File: src/rtl/irqc_pkg.sv
// Package irqc_pkg
// Shared types for the prioritized interrupt controller.
// Assumes a single clock domain for all users of these types.
package irqc_pkg;

    // Pending-state encoding of the capture controller.
    typedef enum logic {
        PST_IDLE = 1'b0,
        PST_HELD = 1'b1
    } pend_state_e;

    // Width of a source number for a given source count.
    function automatic int unsigned id_width(input int unsigned n_src);
        return (n_src > 1) ? $clog2(n_src) : 1;
    endfunction

endpackage : irqc_pkg

File: src/rtl/irqc_sync.sv
// Module irqc_sync
// Multi-bit level synchronizer: each bit passes through STAGES flops.
// Assumes every bit is an independent level (no bus coherence needed).
module irqc_sync #(
    parameter int unsigned WIDTH  = 8,
    parameter int unsigned STAGES = 2
) (
    input  logic             clk,
    input  logic             rst_n,
    input  logic [WIDTH-1:0] d_i,
    output logic [WIDTH-1:0] q_o
);

    logic [STAGES-1:0][WIDTH-1:0] stg_q;

    // First stage samples the asynchronous inputs.
    always_ff @(posedge clk) begin
        if (!rst_n) begin
            stg_q[0] <= '0;
        end else begin
            stg_q[0] <= d_i;
        end
    end

    // Remaining stages form the settling chain.
    generate
        for (genvar s = 1; s < STAGES; s++) begin : g_stage
            always_ff @(posedge clk) begin
                if (!rst_n) begin
                    stg_q[s] <= '0;
                end else begin
                    stg_q[s] <= stg_q[s-1];
                end
            end
        end
    endgenerate

    assign q_o = stg_q[STAGES-1];

endmodule : irqc_sync

File: src/rtl/irqc_mask_reg.sv
// Module irqc_mask_reg
// Enable register loaded through a write strobe; bit i enables source i.
// Assumes writes come from the same clock domain; resets to all disabled.
module irqc_mask_reg #(
    parameter int unsigned WIDTH = 8
) (
    input  logic             clk,
    input  logic             rst_n,
    input  logic             we_i,
    input  logic [WIDTH-1:0] wdata_i,
    output logic [WIDTH-1:0] mask_o
);

    logic [WIDTH-1:0] mask_q;

    // Hold the enable bits; load on a write strobe.
    always_ff @(posedge clk) begin
        if (!rst_n) begin
            mask_q <= '0;
        end else if (we_i) begin
            mask_q <= wdata_i;
        end
    end

    assign mask_o = mask_q;

    AST_MASK_LOAD: assert property (@(posedge clk) disable iff (!rst_n)
        we_i |=> (mask_o == $past(wdata_i)));

    AST_MASK_HOLD: assert property (@(posedge clk) disable iff (!rst_n)
        !we_i |=> $stable(mask_o));

endmodule : irqc_mask_reg

File: src/rtl/irqc_prio_enc.sv
// Module irqc_prio_enc
// Fixed-priority encoder: the lowest set index wins and is output in binary.
// Assumes req_i is already synchronized and masked; purely combinational
// apart from the clock used by its checks.
module irqc_prio_enc #(
    parameter int unsigned WIDTH = 8,
    parameter int unsigned ID_W  = 3
) (
    input  logic            clk,
    input  logic            rst_n,
    input  logic [WIDTH-1:0] req_i,
    output logic            vld_o,
    output logic [ID_W-1:0] id_o
);

    logic [WIDTH:0]   lower_any;
    logic [WIDTH-1:0] win_oh;

    assign lower_any[0] = 1'b0;

    // Build a chain marking whether any lower index is requesting.
    generate
        for (genvar i = 0; i < WIDTH; i++) begin : g_chain
            assign lower_any[i+1] = lower_any[i] | req_i[i];
            assign win_oh[i]      = req_i[i] & ~lower_any[i];
        end
    endgenerate

    // Turn the one-hot winner into a binary number.
    always_comb begin
        id_o = '0;
        for (int i = 0; i < WIDTH; i++) begin
            if (win_oh[i]) begin
                id_o = id_o | ID_W'(i);
            end
        end
    end

    assign vld_o = lower_any[WIDTH];

    AST_WIN_ONEHOT: assert property (@(posedge clk) disable iff (!rst_n)
        vld_o |-> $onehot0(win_oh) && (win_oh != '0));

    AST_WIN_LOWEST: assert property (@(posedge clk) disable iff (!rst_n)
        vld_o |-> (req_i[id_o] &&
                   ((req_i & ((WIDTH'(1) << id_o) - WIDTH'(1))) == '0)));

endmodule : irqc_prio_enc

File: src/rtl/irqc_pend_ctrl.sv
// Module irqc_pend_ctrl
// Holds the single outstanding interrupt: captures a winner when idle,
// freezes it until acknowledged, and refuses a capture on the ack edge.
// Assumes ack_i is a one-cycle pulse; an ack while idle is ignored.
module irqc_pend_ctrl
    import irqc_pkg::*;
#(
    parameter int unsigned ID_W = 3
) (
    input  logic            clk,
    input  logic            rst_n,
    input  logic            grant_vld_i,
    input  logic [ID_W-1:0] grant_id_i,
    input  logic            ack_i,
    output logic            irq_o,
    output logic [ID_W-1:0] irq_id_o
);

    pend_state_e     st_q, st_d;
    logic [ID_W-1:0] id_q, id_d;

    // Decide the next pending state and captured number.
    always_comb begin
        st_d = st_q;
        id_d = id_q;
        unique case (st_q)
            PST_IDLE: begin
                if (grant_vld_i && !ack_i) begin
                    st_d = PST_HELD;
                    id_d = grant_id_i;
                end
            end
            PST_HELD: begin
                if (ack_i) begin
                    st_d = PST_IDLE;
                    id_d = '0;
                end
            end
            default: begin
                st_d = PST_IDLE;
                id_d = '0;
            end
        endcase
    end

    // Register the pending state and captured number.
    always_ff @(posedge clk) begin
        if (!rst_n) begin
            st_q <= PST_IDLE;
            id_q <= '0;
        end else begin
            st_q <= st_d;
            id_q <= id_d;
        end
    end

    assign irq_o    = (st_q == PST_HELD);
    assign irq_id_o = id_q;

    AST_HELD_FROZEN: assert property (@(posedge clk) disable iff (!rst_n)
        (irq_o && !ack_i) |=> (irq_o && $stable(irq_id_o)));

    AST_ACK_RELEASE: assert property (@(posedge clk) disable iff (!rst_n)
        ack_i |=> !irq_o);

    AST_IDLE_ID_ZERO: assert property (@(posedge clk) disable iff (!rst_n)
        !irq_o |-> (irq_id_o == '0));

    AST_CAPTURE_SOURCE: assert property (@(posedge clk) disable iff (!rst_n)
        $rose(irq_o) |-> ($past(grant_vld_i) &&
                          (irq_id_o == $past(grant_id_i))));

endmodule : irqc_pend_ctrl

File: src/rtl/prio_irq_ctrl.sv
// Module prio_irq_ctrl
// Top of the prioritized maskable interrupt controller: synchronizes the
// request lines, gates them with the enable mask, picks the lowest index
// and keeps one interrupt outstanding until the processor acknowledges.
// Assumes one clock domain for mask writes and acknowledge; requests may
// be asynchronous levels.
module prio_irq_ctrl
    import irqc_pkg::*;
#(
    parameter int unsigned NUM_SRC     = 8,
    parameter int unsigned SYNC_STAGES = 2,
    localparam int unsigned ID_W       = id_width(NUM_SRC)
) (
    input  logic               clk,
    input  logic               rst_n,
    input  logic [NUM_SRC-1:0] req_i,
    input  logic               mask_we_i,
    input  logic [NUM_SRC-1:0] mask_wdata_i,
    input  logic               ack_i,
    output logic               irq_o,
    output logic [ID_W-1:0]    irq_id_o
);

    logic [NUM_SRC-1:0] req_sync;
    logic [NUM_SRC-1:0] mask_q;
    logic [NUM_SRC-1:0] req_en;
    logic               grant_vld;
    logic [ID_W-1:0]    grant_id;
    logic [NUM_SRC-1:0] req_en_prev;

    irqc_sync #(
        .WIDTH  (NUM_SRC),
        .STAGES (SYNC_STAGES)
    ) u_sync (
        .clk   (clk),
        .rst_n (rst_n),
        .d_i   (req_i),
        .q_o   (req_sync)
    );

    irqc_mask_reg #(
        .WIDTH (NUM_SRC)
    ) u_mask (
        .clk     (clk),
        .rst_n   (rst_n),
        .we_i    (mask_we_i),
        .wdata_i (mask_wdata_i),
        .mask_o  (mask_q)
    );

    // Only enabled, synchronized requests compete.
    assign req_en = req_sync & mask_q;

    irqc_prio_enc #(
        .WIDTH (NUM_SRC),
        .ID_W  (ID_W)
    ) u_enc (
        .clk   (clk),
        .rst_n (rst_n),
        .req_i (req_en),
        .vld_o (grant_vld),
        .id_o  (grant_id)
    );

    irqc_pend_ctrl #(
        .ID_W (ID_W)
    ) u_pend (
        .clk         (clk),
        .rst_n       (rst_n),
        .grant_vld_i (grant_vld),
        .grant_id_i  (grant_id),
        .ack_i       (ack_i),
        .irq_o       (irq_o),
        .irq_id_o    (irq_id_o)
    );

    // Keep last cycle's gated requests so the checks can see what was captured.
    always_ff @(posedge clk) begin
        if (!rst_n) begin
            req_en_prev <= '0;
        end else begin
            req_en_prev <= req_en;
        end
    end

    AST_ONLY_ENABLED: assert property (@(posedge clk) disable iff (!rst_n)
        $rose(irq_o) |-> req_en_prev[irq_id_o]);

    AST_NO_MASK_NO_IRQ: assert property (@(posedge clk) disable iff (!rst_n)
        (!irq_o && (req_en == '0)) |=> !irq_o);

    AST_IDLE_CAPTURES: assert property (@(posedge clk) disable iff (!rst_n)
        (!irq_o && !ack_i && (req_en != '0)) |=> irq_o);

endmodule : prio_irq_ctrl

File: config.mk
export PLATFORM = sky130hd
export DESIGN_NAME = prio_irq_ctrl
export DESIGN_NICKNAME = d
export VERILOG_FILES = /design/src/rtl/irqc_pkg.sv /design/src/rtl/irqc_sync.sv /design/src/rtl/irqc_mask_reg.sv /design/src/rtl/irqc_prio_enc.sv /design/src/rtl/irqc_pend_ctrl.sv /design/src/rtl/prio_irq_ctrl.sv
export SDC_FILE = /design/constraint.sdc
export NUM_CORES = 1
export LEC_CHECK = 0
export BUFFER_PORTS_ARGS = -buffer_cell sky130_fd_sc_hd__buf_2
export CORE_UTILIZATION = 35
export CTS_CLUSTER_DIAMETER = 50
export DETAILED_ROUTE_END_ITERATION = 10
export SLEW_MARGIN = 0
export SYNTH_ARGS = -nofsm -noshare
export SYNTH_HDL_FRONTEND = slang
export SYNTH_SLANG_ARGS = --single-unit
File: constraint.sdc
create_clock -name clk -period 3.1 [get_ports clk]
set_clock_uncertainty 0.05 [all_clocks]
set_input_delay 0.31 -clock clk [delete_from_list [all_inputs] [get_ports clk]]
set_output_delay 0.31 -clock clk [all_outputs]
set_load 0.01 [all_outputs]
# [Word level (Yosys, flattened, before mapping)]
# Index checks and enable logic that the tools add are counted.
[classes] eq_ne=2 bitwise_logic=23 mux=13 reduce_logical=3
[op_table] cell="3-bit two-way mux" count=6
[op_table] cell="8-bit bitwise AND" count=1
[op_table] cell="1-bit inverter" count=8
[op_table] cell="1-bit bitwise AND" count=7
[op_table] cell="1-bit bitwise OR" count=7
[op_table] cell="3-bit case mux with 2 select lines" count=1
[op_table] cell="2-bit two-way mux" count=2
[op_table] cell="1-bit two-way mux" count=3
[op_table] cell="2-bit by 1-bit inequality test with 1-bit output, second input constant" count=1
[op_table] cell="2-bit inequality test, second input constant" count=1
[op_table] cell="1-bit case mux with 2 select lines" count=1
[op_table] cell="2-bit AND reduction" count=1
[op_table] cell="1-bit logical AND" count=1
[op_table] cell="1-bit zero test" count=1
[word_totals] reg_bits=28 elab_cells=46

# [Depth between registers and ports, before layout]
# Gate-level depths: netlist (run 1).
[logic_depth] ltp_word=12 depth_mapped=5

# [Cells and area by module]
# A second synthesis (run 1) with hierarchy kept.
[unflattened] cells_unflattened=111 hier_area_um2=1146.1
[modules_own_cells] module="irqc_sync" n_inst=1 cells_each=41 area_each_um2=506.7
[modules_own_cells] module="irqc_mask_reg" n_inst=1 cells_each=25 area_each_um2=301.5
[modules_own_cells] module="irqc_pend_ctrl" n_inst=1 cells_each=23 area_each_um2=205.2
[modules_own_cells] module="irqc_prio_enc" n_inst=1 cells_each=14 area_each_um2=82.6
[modules_own_cells] module="prio_irq_ctrl" n_inst=1 cells_each=8 area_each_um2=50.0

# [Least setup slack after synthesis (run 1)]
# No wires, ideal clock.
[synth_timing] path_kind="register -> register" startpoint="register u_pend.st_q (netlist: u_pend.irq_o)" endpoint="register u_pend.id_q[1] (netlist: u_pend.irq_id_o[1])" path_slack_ns=1.861 path_buffers=1 path_stages_with_launch=6 arrival_ns=1.086 setup_time_ns=0.103 path_cell_list="dfxtp_1 buf_6 a21boi_2 nand2b_1 o31ai_1 a2111oi_2"
[synth_via] elab_chain_cells=3
[synth_rtl] element="from (decl)" line="irqc_pend_ctrl.sv:19" rtl="pend_state_e st_q, st_d;"
[synth_rtl] element="from (signal assigned)" line="irqc_pend_ctrl.sv:52" rtl="st_q <= st_d;"
[synth_rtl] element="1-bit inverter" line="irqc_pend_ctrl.sv:26" rtl="unique case (st_q)"
[synth_rtl] element="2-bit by 1-bit inequality test with 1-bit output (no line)"
[synth_rtl] element="2-bit AND reduction (no line)"
[synth_rtl] element="to (signal assigned)" line="irqc_pend_ctrl.sv:53" rtl="id_q <= id_d;"
[synth_rtl] element="to (decl)" line="irqc_pend_ctrl.sv:20" rtl="logic [ID_W-1:0] id_q, id_d;"
# Several ways; a longest one is shown, not always the timed one.
# A chain may end at the register's enable or synchronous reset.

# [Final worst setup path (run 1)]
[layout_timing] startpoint="register u_pend.st_q (netlist: u_pend.irq_o)" endpoint="output irq_o"
[layout_lines] element="to (decl)" line="prio_irq_ctrl.sv:20" rtl="output logic irq_o,"
# No word-level cell between the ends.

==> metrics.md, run 1 <==
| Metric | Value |
|---|---|
| Status | `complete, but fails checks` |
| Row count | `19` |
| Clock Power Share | `0.343` |
| Worst R2R Path Depth | `4` |
| Synth-to-Final Area Change | `15.82%` |
| Post-Synthesis Cells | `~100` |
| DR DRC count | `4` |
| Int Pwr | `about 530 uW` |
| P_sw | `approximately 140 uW` |
| ANT cells | `0` |
| Core Box Area | `0.002805 mm2` |
| CP delay by family, top | `flip-flops` |
| Placed Cells | `150` |
| Cell taking the most area after synthesis | `dfxtp_1` |
| Critical path type | `flop to output port` |
| Worst setup margin | `around 1700 ps` |
| CP Depth | `1` |
| Power Density | `around 550 mW/mm2` |
| Peak Freq | `between 0.7 and 0.8 GHz` |
| Reg-to-Reg End | `u_pend.irq_id_o[1]` |
| Violated checks | `design-rule violations` |
| Synth area leaders | `dfxtp_1, and2_1, mux2i_1, nor2_1, nand2_1` |
| Post-route antenna net violation count | `0` |
| Initial core utilization | `0.3778` |
| CTS hold repair buffers | `0` |
| TritonCTS clock tree | `done` |
| Switch share | `0.2035` |
| Post-route cell area | `about 0.0012 mm2` |
| Die area | `about 0.0033 mm2` |
| Clock Tree Buf Depth | `2` |
| Via count | `760` |
| Period utilization | `0.4599` |
| Final setup fails | `0` |
| GRT Resource Usage Total | `0.1169` |
| Data required, critical path | `~2700 ps` |
| Die Y | `~57 um` |
| CP endpoint | `irq_o` |
| Slew Viols, Final | `0` |
| Max-slew headroom | `0.7775` |
| Vias/cell | `approximately 5` |
| Crit Path Max Fanout | `10` |
| Largest net degree at the start of global routing | `22` |
| WP buf/inv | `1` |
| CP Launch Point | `u_pend.irq_o` |
| Area share of the largest cell type after synthesis | `0.5289` |
| Crit path launch type | `flop` |
| Number of port buffers | `23` |
| CTS root buf | `clkbuf_4` |
| Largest stage delay, worst path | `around 540 ps` |
| Buffers inserted by post-CTS timing repair | `0` |
| Worst Tran Pin Value | `approximately 330 ps` |
| Skew-Pair Late Insertion Delay | `310 ps` |
| Sequential area share after synthesis | `0.5289` |
| Post-DP HPWL | `approximately 1300 um` |
| Crit path DAT | `around 1100 ps` |
| First-pass GRT wire length | `between 2000 and 3000 um` |
| Syn avg cell area | `approximately 10 um2` |
| CTS clock-pin slew for the worst setup and hold paths | `~140 ps` |
| Initial antenna violation count | `0` |
| Sink Count | `28` |
| Setup TNS | `0 ps` |
| Drt wl/cell | `11.32 um` |
| H-Tree Depth | `1` |
| Logic pwr share | `0.076` |
| GP Congestion | `0.7770` |
| Yosys reg bits | `28` |
| Share of layout cells above drive strength 1 | `0.2683` |
| Synthesized area | `approximately 0.0011 mm2` |
| DRT iter0 DRCs | `27` |
| Max cap viols | `0` |
| Seq pwr share | `0.581` |
| Reg-to-Reg Start | `u_pend.irq_o` |
| Fin. Hold Viols | `0` |
| Slowest cell on the critical path | `dfxtp_1` |
| I/O Pins | `24` |
| Final min period | `1426 ps` |
| Final WL | `between 1500 and 2000 um` |
| Chip Width | `~57 um` |
| Total clock buffers created by CTS | `3` |
| Worst Hold Class | `input pin to flop` |
| Syn nets | `roughly 120` |
| Fin nets | `144` |
| Peak supply drop | `0.2660 mV` |
| Critical Path, Cell by Cell | `buf_2` |
| Gr ovfl total | `0` |
| First drt pass iteration count | `7` |
| RSZ-0062 raised after global routing | `false` |
| Vias in the first global route | `about 680` |
| Netlist cell types | `26` |
| Placed Area | `around 0.0012 mm2` |
| Final Non-Filler Cells | `between 150 and 200` |
| Leakage Power | `approximately 0.00055 uW` |
| Critical Path End Type | `output port` |
| Pre-CTS WS | `between 1500 and 2000 ps` |
| Ys Warns | `0` |
| CTS resizes | `0` |
| Flop2flop setup slack | `roughly 1800 ps` |
## synthesized netlist by cell type
cell and instances:
dfxtp_1 28, and2_1 18, nor2_1 11, mux2i_1 8, nand2_1 7, clkbuf_1 3
nor3_1 3, a22oi_2 2, a31oi_1 2, a32o_1 2, buf_6 2, o31ai_1 2
a2111oi_2 1, a21boi_2 1, a22oi_1 1, a22oi_4 1, a32oi_1 1, buf_2 1
inv_1 1, inv_2 1, nand2b_1 1, nand3_1 1, nand4_1 1, nor2b_1 1
o2111ai_1 1, o221ai_1 1
## kinds of logic after synthesis
group | synth area share
and+or+nand+nor | 0.2066
DFF | 0.5289
muxes | 0.07556
AOI/OAI and AO/OA | 0.1452
buffers and inverters | 0.04367
## registers in the layout, indices dropped and copies added, names as in the netlist
name	count
u_mask.mask_o	8
u_pend.irq_id_o	3
u_pend.irq_o	1
u_sync.q_o	8
u_sync.stg_q	8
## power by group through the flow
| stage | combinational, uW | clock [uW] | sequential [uW] |
|---|---|---|---|
| 2_1_floorplan | 36.9 | 0 | 394 |
| 3_3_place_gp | 50.5 | 0 | 397 |
| 3_5_place_dp | 51.6 | 0 | 398 |
| 4_1_cts | 52.0 | 239 | 390 |
| 5_1_grt | 57.0 | 256 | 392 |
| 6_report | 50.9 | 230 | 390 |
## metal layers
metal | part of all wire | GRT usage
met5 | 0 | 0
met4 | 0.0086 | 0.03136
met2 | 0.45 | 0.1832
met3 | 0.074 | 0.04989
met1 | 0.46 | 0.1484
## layout by cell type, fill, tap and decap left out
| cell type | instances |
|---|---|
| and2_1 | 18 |
| nor2_1 | 11 |
| nand2_1 | 7 |
| dfxtp_1 | 28 |
| o2111ai_1 | 1 |
| nor2b_1 | 1 |
| nand2b_1 | 1 |
| inv_2 | 1 |
| a32o_1 | 2 |
| a22oi_2 | 2 |
| clkbuf_4 | 3 |
| inv_1 | 1 |
| o31ai_1 | 2 |
| a31oi_1 | 2 |
| a22oi_1 | 1 |
| a2111oi_2 | 1 |
| nor3_1 | 3 |
| bufinv_16 | 1 |
| mux2i_1 | 8 |
| a22oi_4 | 1 |
| buf_2 | 23 |
| nand4_1 | 1 |
| nand3_1 | 1 |
| o221ai_1 | 1 |
| a21boi_2 | 1 |
| a32oi_1 | 1 |
## through the flow
stage / hold WS, ps / utilization / total power [uW]
4_1_cts: 125.3 / 0.4376 / 680.6
5_1_grt: 107.2 / 0.4376 / 705.0
6_report: 136.6 / 0.4376 / 670.7
2_1_floorplan: 361.9 / - / 431.2
3_3_place_gp: 366.3 / 0.4188 / 447.7
3_5_place_dp: 368.5 / 0.4188 / 449.3
## layout make-up
| class | count | area, um2 |
|---|---|---|
| multi-input cells | 66 | 452.9 |
| fillers | 295 | 1578 |
| repair buffers | 23 | 115.1 |
| clock inverters | 1 | 30.03 |
| inverters | 2 | 7.507 |
| flip-flops and latches | 28 | 560.5 |
| clock buffers | 3 | 22.52 |
| well taps | 31 | 38.79 |
## worst min path at each step
stage	slack, ps	start	end	depth (start not counted)
after global routing	110	req_i[3]	u_sync.stg_q[3]	2
after CTS	130	req_i[5]	u_sync.stg_q[5]	2
after detailed placement	370	u_sync.stg_q[6]	u_sync.q_o[6]	1
after floorplan	360	u_sync.stg_q[0]	u_sync.q_o[0]	1
after global placement	370	u_sync.stg_q[0]	u_sync.q_o[0]	1
final	140	req_i[0]	u_sync.stg_q[0]	2
Power figures use the tool's default switching activity.
==> inputs of run 2 (changes only) <==
==> constraint.sdc (replaced) <==
create_clock -name clk -period 1.4 [get_ports clk]
set_clock_uncertainty 0.05 [all_clocks]
set_input_delay 0.14 -clock clk [delete_from_list [all_inputs] [get_ports clk]]
set_output_delay 0.14 -clock clk [all_outputs]
set_load 0.01 [all_outputs]
==> run 2 against run 1 <==
Net effect:
- the flow still finishes with violations (design-rule violations)
- combinational power increased to 2.8 times the previous value
- final cell count increased by 9.7%
- worst hold slack got worse by 120 ps
- routed wire length increased by 5.7%
==> metrics.md, run 2 (synthesized netlist as in run 1, its figures left out) <==
| Metric | Value |
|---|---|
| Via count | `804 (+5.8%)` |
| DR DRC count | `5 (+1)` |
| DRT iter0 DRCs | `15 (-44%)` |
| CTS clock-pin slew for the worst setup and hold paths | `150 ps (about the same)` |
| GP Congestion | `0.8180 (+5.3%)` |
| Post-DP HPWL | `1326 um (+1.4%)` |
| Drt wl/cell | `10.91 um (-3.6%)` |
| Worst Hold Class | `input pin to flop` |
| Layer with the highest usage | `met2` |
| Met3 Usage GRT | `0.04082 (-0.009070)` |
| CP endpoint | `u_pend.irq_id_o[1]` |
| Crit path launch type | `flop` |
| Slowest cell on the critical path | `dfxtp_2` |
| Final min period | `1237 ps` |
| Critical Path, Cell by Cell | `a21boi_2 -> nand2b_1 -> o31ai_1 -> a2111oi_2` |
| Worst R2R Path Depth | `4 (unchanged)` |
| Reg-to-Reg End | `u_pend.irq_id_o[1]` |
| Core Box Area | `0.002805 mm2 (unchanged)` |
| Peak supply drop | `0.7113 mV (+170%)` |
| Max-slew headroom | `0.8043 (+0.02687)` |
| Skew-Pair Late Insertion Delay | `320 ps (about the same)` |
| Fillers | `281 (-4.7%)` |
| First drt pass iteration count | `7 (unchanged)` |
| H-Tree Depth | `1 (unchanged)` |
| Worst Tran Pin Value | `291.0 ps (-42.34 ps)` |
| Crit path DAT | `1420 ps (+350 ps)` |
| Largest net degree at the start of global routing | `17 (-23%)` |
| WP buf/inv | `0 (-1)` |
| Area of the multi-input gates | `452.9 um2 (unchanged)` |
| Setup TNS | `0 ps (unchanged)` |
| RSZ-0062 raised after global routing | `false` |
| Post-route antenna net violation count | `0 (unchanged)` |
| Total clock buffers created by CTS | `3 (unchanged)` |
| CP Launch Point | `u_pend.irq_o` |
| Sink Count | `28 (unchanged)` |
| TritonCTS clock tree | `done` |
| ANT cells | `0 (unchanged)` |
| Vias/cell | `4.757 (-3.6%)` |
| Slew Viols, Final | `0 (unchanged)` |
| Violated checks | `design-rule violations` |
| I/O Pins | `24 (unchanged)` |
| Peak Freq | `0.8085 GHz` |
| CP Depth | `4 (+3)` |
| Die Y | `57.03 um (unchanged)` |
| Most frequent cells in the layout | `dfxtp_1, buf_2, and2_1` |
| Vias in the first global route | `834 (+23%)` |
| Initial core utilization | `0.3778 (unchanged)` |
| Max cap viols | `0 (unchanged)` |
| Hold_ws | `19.77 ps (-116.9 ps)` |
| Final WL | `1843 um (+5.7%)` |
| Period utilization | `0.8834` |
| Flop2flop setup slack | `160 ps (-1640 ps)` |
| Fin nets | `159 (+10%)` |
| Clock Tree Buf Depth | `2 (unchanged)` |
| Reg-to-Reg Start | `u_pend.irq_o` |
| Chip Width | `57.03 um (unchanged)` |
| Initial antenna violation count | `0 (unchanged)` |
| Most common cell after layout, fill and taps aside | `dfxtp_1` |
| Critical Path End Type | `flop` |
| Largest stage delay, worst path | `400 ps (-140 ps)` |
| Pre-CTS WS | `111.2 ps (-1669 ps)` |
| First-pass GRT wire length | `3491 um (+20%)` |
| Share of layout cells above drive strength 1 | `0.2536 (-0.01467)` |
| Data required, critical path | `1580 ps (-1160 ps)` |
| CTS root buf | `clkbuf_4` |
| Die area | `0.003252 mm2 (unchanged)` |
| GRT Resource Usage Total | `0.1360 (+0.01910)` |
| FF/Latch Area | `561.8 um2 (+0.22%)` |
| Power Density | `1107 mW/mm2 (+100%)` |
| Status | `complete, but fails checks` |
| Final setup fails | `0 (unchanged)` |
| Synth-to-Final Area Change | `29.87%` |
| Crit Path Max Fanout | `10 (unchanged)` |
| CP delay by family, top | `compound AO/OA/AOI/OAI gates` |
| Critical path type | `flop to flop` |
| Fin. Hold Viols | `0 (unchanged)` |
| Leakage Power | `0.0006144 uW (+12%)` |
| Met2 Use GR | `0.2420 (+0.05882)` |
| Row count | `19 (unchanged)` |
| Number of port buffers | `23 (unchanged)` |
| Gr ovfl total | `0 (unchanged)` |
| Worst setup margin | `163.2 ps (-1511 ps)` |
| GR Layer Usage met1 | `0.1567 (+0.008336)` |
-- run 2: cell types whose count changed in the layout (fill, tap and decap cells not counted), sizes merged --
cell | previous run | this run
dlygate4sd3 | 0 | 14
buf | 23 | 24
-- run 2: worst min path at each step --
stage                     from               end  slack (ps)  cells past startpoint
5_1_grt        mask_wdata_i[6]  u_mask.mask_o[6]          20                      3
2_1_floorplan         req_i[0]   u_sync.stg_q[0]         220                      1
3_5_place_dp          req_i[3]   u_sync.stg_q[3]         300                      2
6_report       mask_wdata_i[0]  u_mask.mask_o[0]          20                      3
3_3_place_gp          req_i[1]   u_sync.stg_q[1]         290                      2
4_1_cts        mask_wdata_i[0]  u_mask.mask_o[0]           4                      3
-- run 2: per-layer routing --
metal / vias to the layer above / share of wire
li1: 422 / -
met1: 359 / 0.46
met2: 21 / 0.49
met3: 2 / 0.043
met4: 0 / 0.0087
met5: - / 0
-- run 2: tightest hold or removal path: stages --
cell and delay (ps):
buf_2 80, mux2i_1 60, nor2_1 90
-- run 2: timing repair --
item,4_1_cts,5_1_grt
resized for setup,0,1
endpoints found under the hold margin,14,0
hold buffers,14,0
endpoints found under the setup margin,0,1
setup buffers,0,0
-- run 2: layout make-up --
| cell class | instances | area share |
|---|---|---|
| clock buffer | 3 | 0.01636 |
| timing repair buffer | 38 | 0.1909 |
| inverter | 2 | 0.005455 |
| tap | 31 | 0.02818 |
| sequential | 28 | 0.4082 |
| multi-input combinational | 66 | 0.3291 |
| clock inverter | 1 | 0.02182 |
-- run 2: power by group --
group / switching, uW / total, uW / internal [uW]
clock: 227 / 517 / 289
combinational: 58.5 / 144 / 85.5
sequential: 27.3 / 863 / 836
-- run 2: per-stage QoR --
stage / power [uW] / util / instance area [um2] / instances
after floorplan: 954.9 / - / 1060 / 102
after global placement: 991.9 / 0.4215 / 1182 / 151
after detailed placement: 996.6 / 0.4215 / 1182 / 151
after CTS: 1542 / 0.4902 / 1375 / 169
after global routing: 1598 / 0.4906 / 1376 / 169
final: 1524 / 0.4906 / 1376 / 169
==> inputs of run 3 (changes only) <==
--- a/config.mk
+++ b/config.mk
@@ -7,8 +7,10 @@
 export LEC_CHECK = 0
 export BUFFER_PORTS_ARGS = -buffer_cell sky130_fd_sc_hd__buf_2
 export CORE_UTILIZATION = 35
+export CTS_BUF_LIST = sky130_fd_sc_hd__clkbuf_8
 export CTS_CLUSTER_DIAMETER = 50
 export DETAILED_ROUTE_END_ITERATION = 10
+export HOLD_SLACK_MARGIN = 0.02
 export SLEW_MARGIN = 0
 export SYNTH_ARGS = -nofsm -noshare
 export SYNTH_HDL_FRONTEND = slang
==> run 3 against run 2 <==
Net effect:
- the flow still finishes with violations (design-rule violations)
- via count down 3.6%
- die area unchanged
- routed wire length down 0.54%
- sequential power about the same
- utilization down 1.5 points
- critical endpoint unchanged
==> metrics.md, run 3 (synthesized netlist as in run 1, its figures left out) <==
| Metric | Value |
|---|---|
| Vias in the first global route | `778 (-6.7%)` |
| Most common cell after layout, fill and taps aside | `dfxtp_1` |
| Crit path launch type | `flop` |
| Critical Path, Cell by Cell | `a21boi_2 -> nand2b_1 -> o31ai_1 -> a2111oi_2` |
| Crit path DAT | `1360 ps (-60 ps)` |
| Final setup fails | `0 (unchanged)` |
| ANT cells | `0 (unchanged)` |
| Worst Tran Pin Value | `294.5 ps (+3.497 ps)` |
| Gr ovfl total | `0 (unchanged)` |
| Drt wl/cell | `11.25 um (+3.1%)` |
| Max cap viols | `0 (unchanged)` |
| WP buf/inv | `0 (unchanged)` |
| Leakage Power | `0.0005971 uW (-2.8%)` |
| DRT iter0 DRCs | `24 (+9)` |
| GRT Resource Usage Total | `0.1312 (-0.004789)` |
| Initial core utilization | `0.3778 (unchanged)` |
| Share of layout cells above drive strength 1 | `0.2652 (+0.01153)` |
| Fin nets | `153 (-3.8%)` |
| Final Non-Filler Cells | `163 (-3.6%)` |
| Via count | `775 (-3.6%)` |
| Peak Freq | `0.8092 GHz (about the same)` |
| Die area | `0.003252 mm2 (unchanged)` |
| Fin. Hold Viols | `0 (unchanged)` |
| GP Congestion | `0.8180 (unchanged)` |
| Number of port buffers | `23 (unchanged)` |
| Synth-to-Final Area Change | `25.97%` |
| Final min period | `1236 ps (-0.9790 ps)` |
| Crit Path Max Fanout | `10 (unchanged)` |
| Slew Viols, Final | `0 (unchanged)` |
| CTS clock-pin slew for the worst setup and hold paths | `90 ps (-60 ps)` |
| I/O Pins | `24 (unchanged)` |
| Final WL | `1833 um (-0.54%)` |
| Critical Path End Type | `flop` |
| Die Y | `57.03 um (unchanged)` |
| TritonCTS clock tree | `done` |
| H-Tree Depth | `1 (unchanged)` |
| Status | `complete, but fails checks` |
| First drt pass iteration count | `7 (unchanged)` |
| Power Density | `1206 mW/mm2 (+9.0%)` |
| Vias/cell | `4.755 (about the same)` |
| Clock Tree Buf Depth | `2 (unchanged)` |
| Most frequent cells in the layout | `dfxtp_1, buf_2, and2_1` |
| Chip Width | `57.03 um (unchanged)` |
| Placed Cells | `151 (unchanged)` |
| Max-slew headroom | `0.8020 (-0.002351)` |
| Setup TNS | `0 ps (unchanged)` |
| Peak supply drop | `0.7444 mV (+4.7%)` |
| CP delay by family, top | `compound AO/OA/AOI/OAI gates` |
| Largest stage delay, worst path | `380 ps (-20 ps)` |
| Core Box Area | `0.002805 mm2 (unchanged)` |
| Post-route antenna net violation count | `0 (unchanged)` |
| Violated checks | `design-rule violations` |
| Worst Hold Class | `input pin to flop` |
| Row count | `19 (unchanged)` |
| First-pass GRT wire length | `3332 um (-4.6%)` |
| Post-DP HPWL | `1326 um (unchanged)` |
| Data required, critical path | `1520 ps (-60 ps)` |
| RSZ-0062 raised after global routing | `false` |
| CTS root buf | `clkbuf_8` |
| Slowest cell on the critical path | `dfxtp_2` |
| Initial antenna violation count | `0 (unchanged)` |
| DR DRC count | `4 (-1)` |
| Skew-Pair Late Insertion Delay | `270 ps (-50 ps)` |
| Total clock buffers created by CTS | `3 (unchanged)` |
| Sink Count | `28 (unchanged)` |
| Critical path type | `flop to flop` |
| Flop2flop setup slack | `160 ps (about the same)` |
| Largest net degree at the start of global routing | `17 (unchanged)` |
| Period utilization | `0.8827 (about the same)` |
==> run 3: routing by layer <==
| layer | track usage | wire length, um |
|---|---|---|
| met5 | 0 | 0 |
| met3 | 0.04082 | 84 |
| met2 | 0.2303 | 883 |
| met4 | 0.04181 | 22 |
| met1 | 0.1524 | 842 |
==> run 3: path summary, 6_finish.rpt <==
kind | from | endpoint | cells after the start
min reg2reg | u_sync.stg_q[3] | u_sync.q_o[3] | 1
max reg2reg | u_pend.irq_o | u_pend.irq_id_o[1] | 4
max | u_pend.irq_o | u_pend.irq_id_o[1] | 4
min | mask_wdata_i[2] | u_mask.mask_o[2] | 3
==> run 3: per-stage QoR <==
step	worst slack, ps	instance area [um2]	hold slack [ps]	utilization	power (uW)
CTS	87.62	1314	21.49	0.4683	1626
floorplan	161.0	1060	217.3	-	954.9
global route	32.63	1335	63.23	0.4759	1686
global placement	185.6	1182	294.9	0.4215	991.9
finish	164.2	1335	50.36	0.4759	1611
detailed placement	111.2	1182	298.5	0.4215	996.6
==> run 3: cell type report <==
| class | count | area, um2 |
|---|---|---|
| tap | 31 | 38.79 |
| timing repair buffer | 32 | 202.7 |
| sequential | 28 | 561.8 |
| fill | 281 | 1470 |
| clock inverter | 1 | 30.03 |
| multi-input combinational | 66 | 452.9 |
| clock buffer | 3 | 41.29 |
| inverter | 2 | 7.507 |
==> run 3: what timing repair did <==
| item | CTS | global route |
|---|---|---|
| setup buffers | 0 | 0 |
| hold buffers | 6 | 2 |
| gates resized for setup | 0 | 1 |
| endpoints found under the setup margin | 0 | 1 |
| endpoints found under the hold margin | 6 | 2 |
==> run 3: worst reg2reg max path, cell delays in order (launching register included) <==
cell and delay, ps:
dfxtp_2 380, a21boi_2 160, nand2b_1 120, o31ai_1 80, a2111oi_2 350
==> run 3: power by group <==
part | switching [uW] | internal (uW)
clock network | 235 | 382
registers | 27.1 | 835
logic | 57.0 | 74.6
total | 319 | 1290
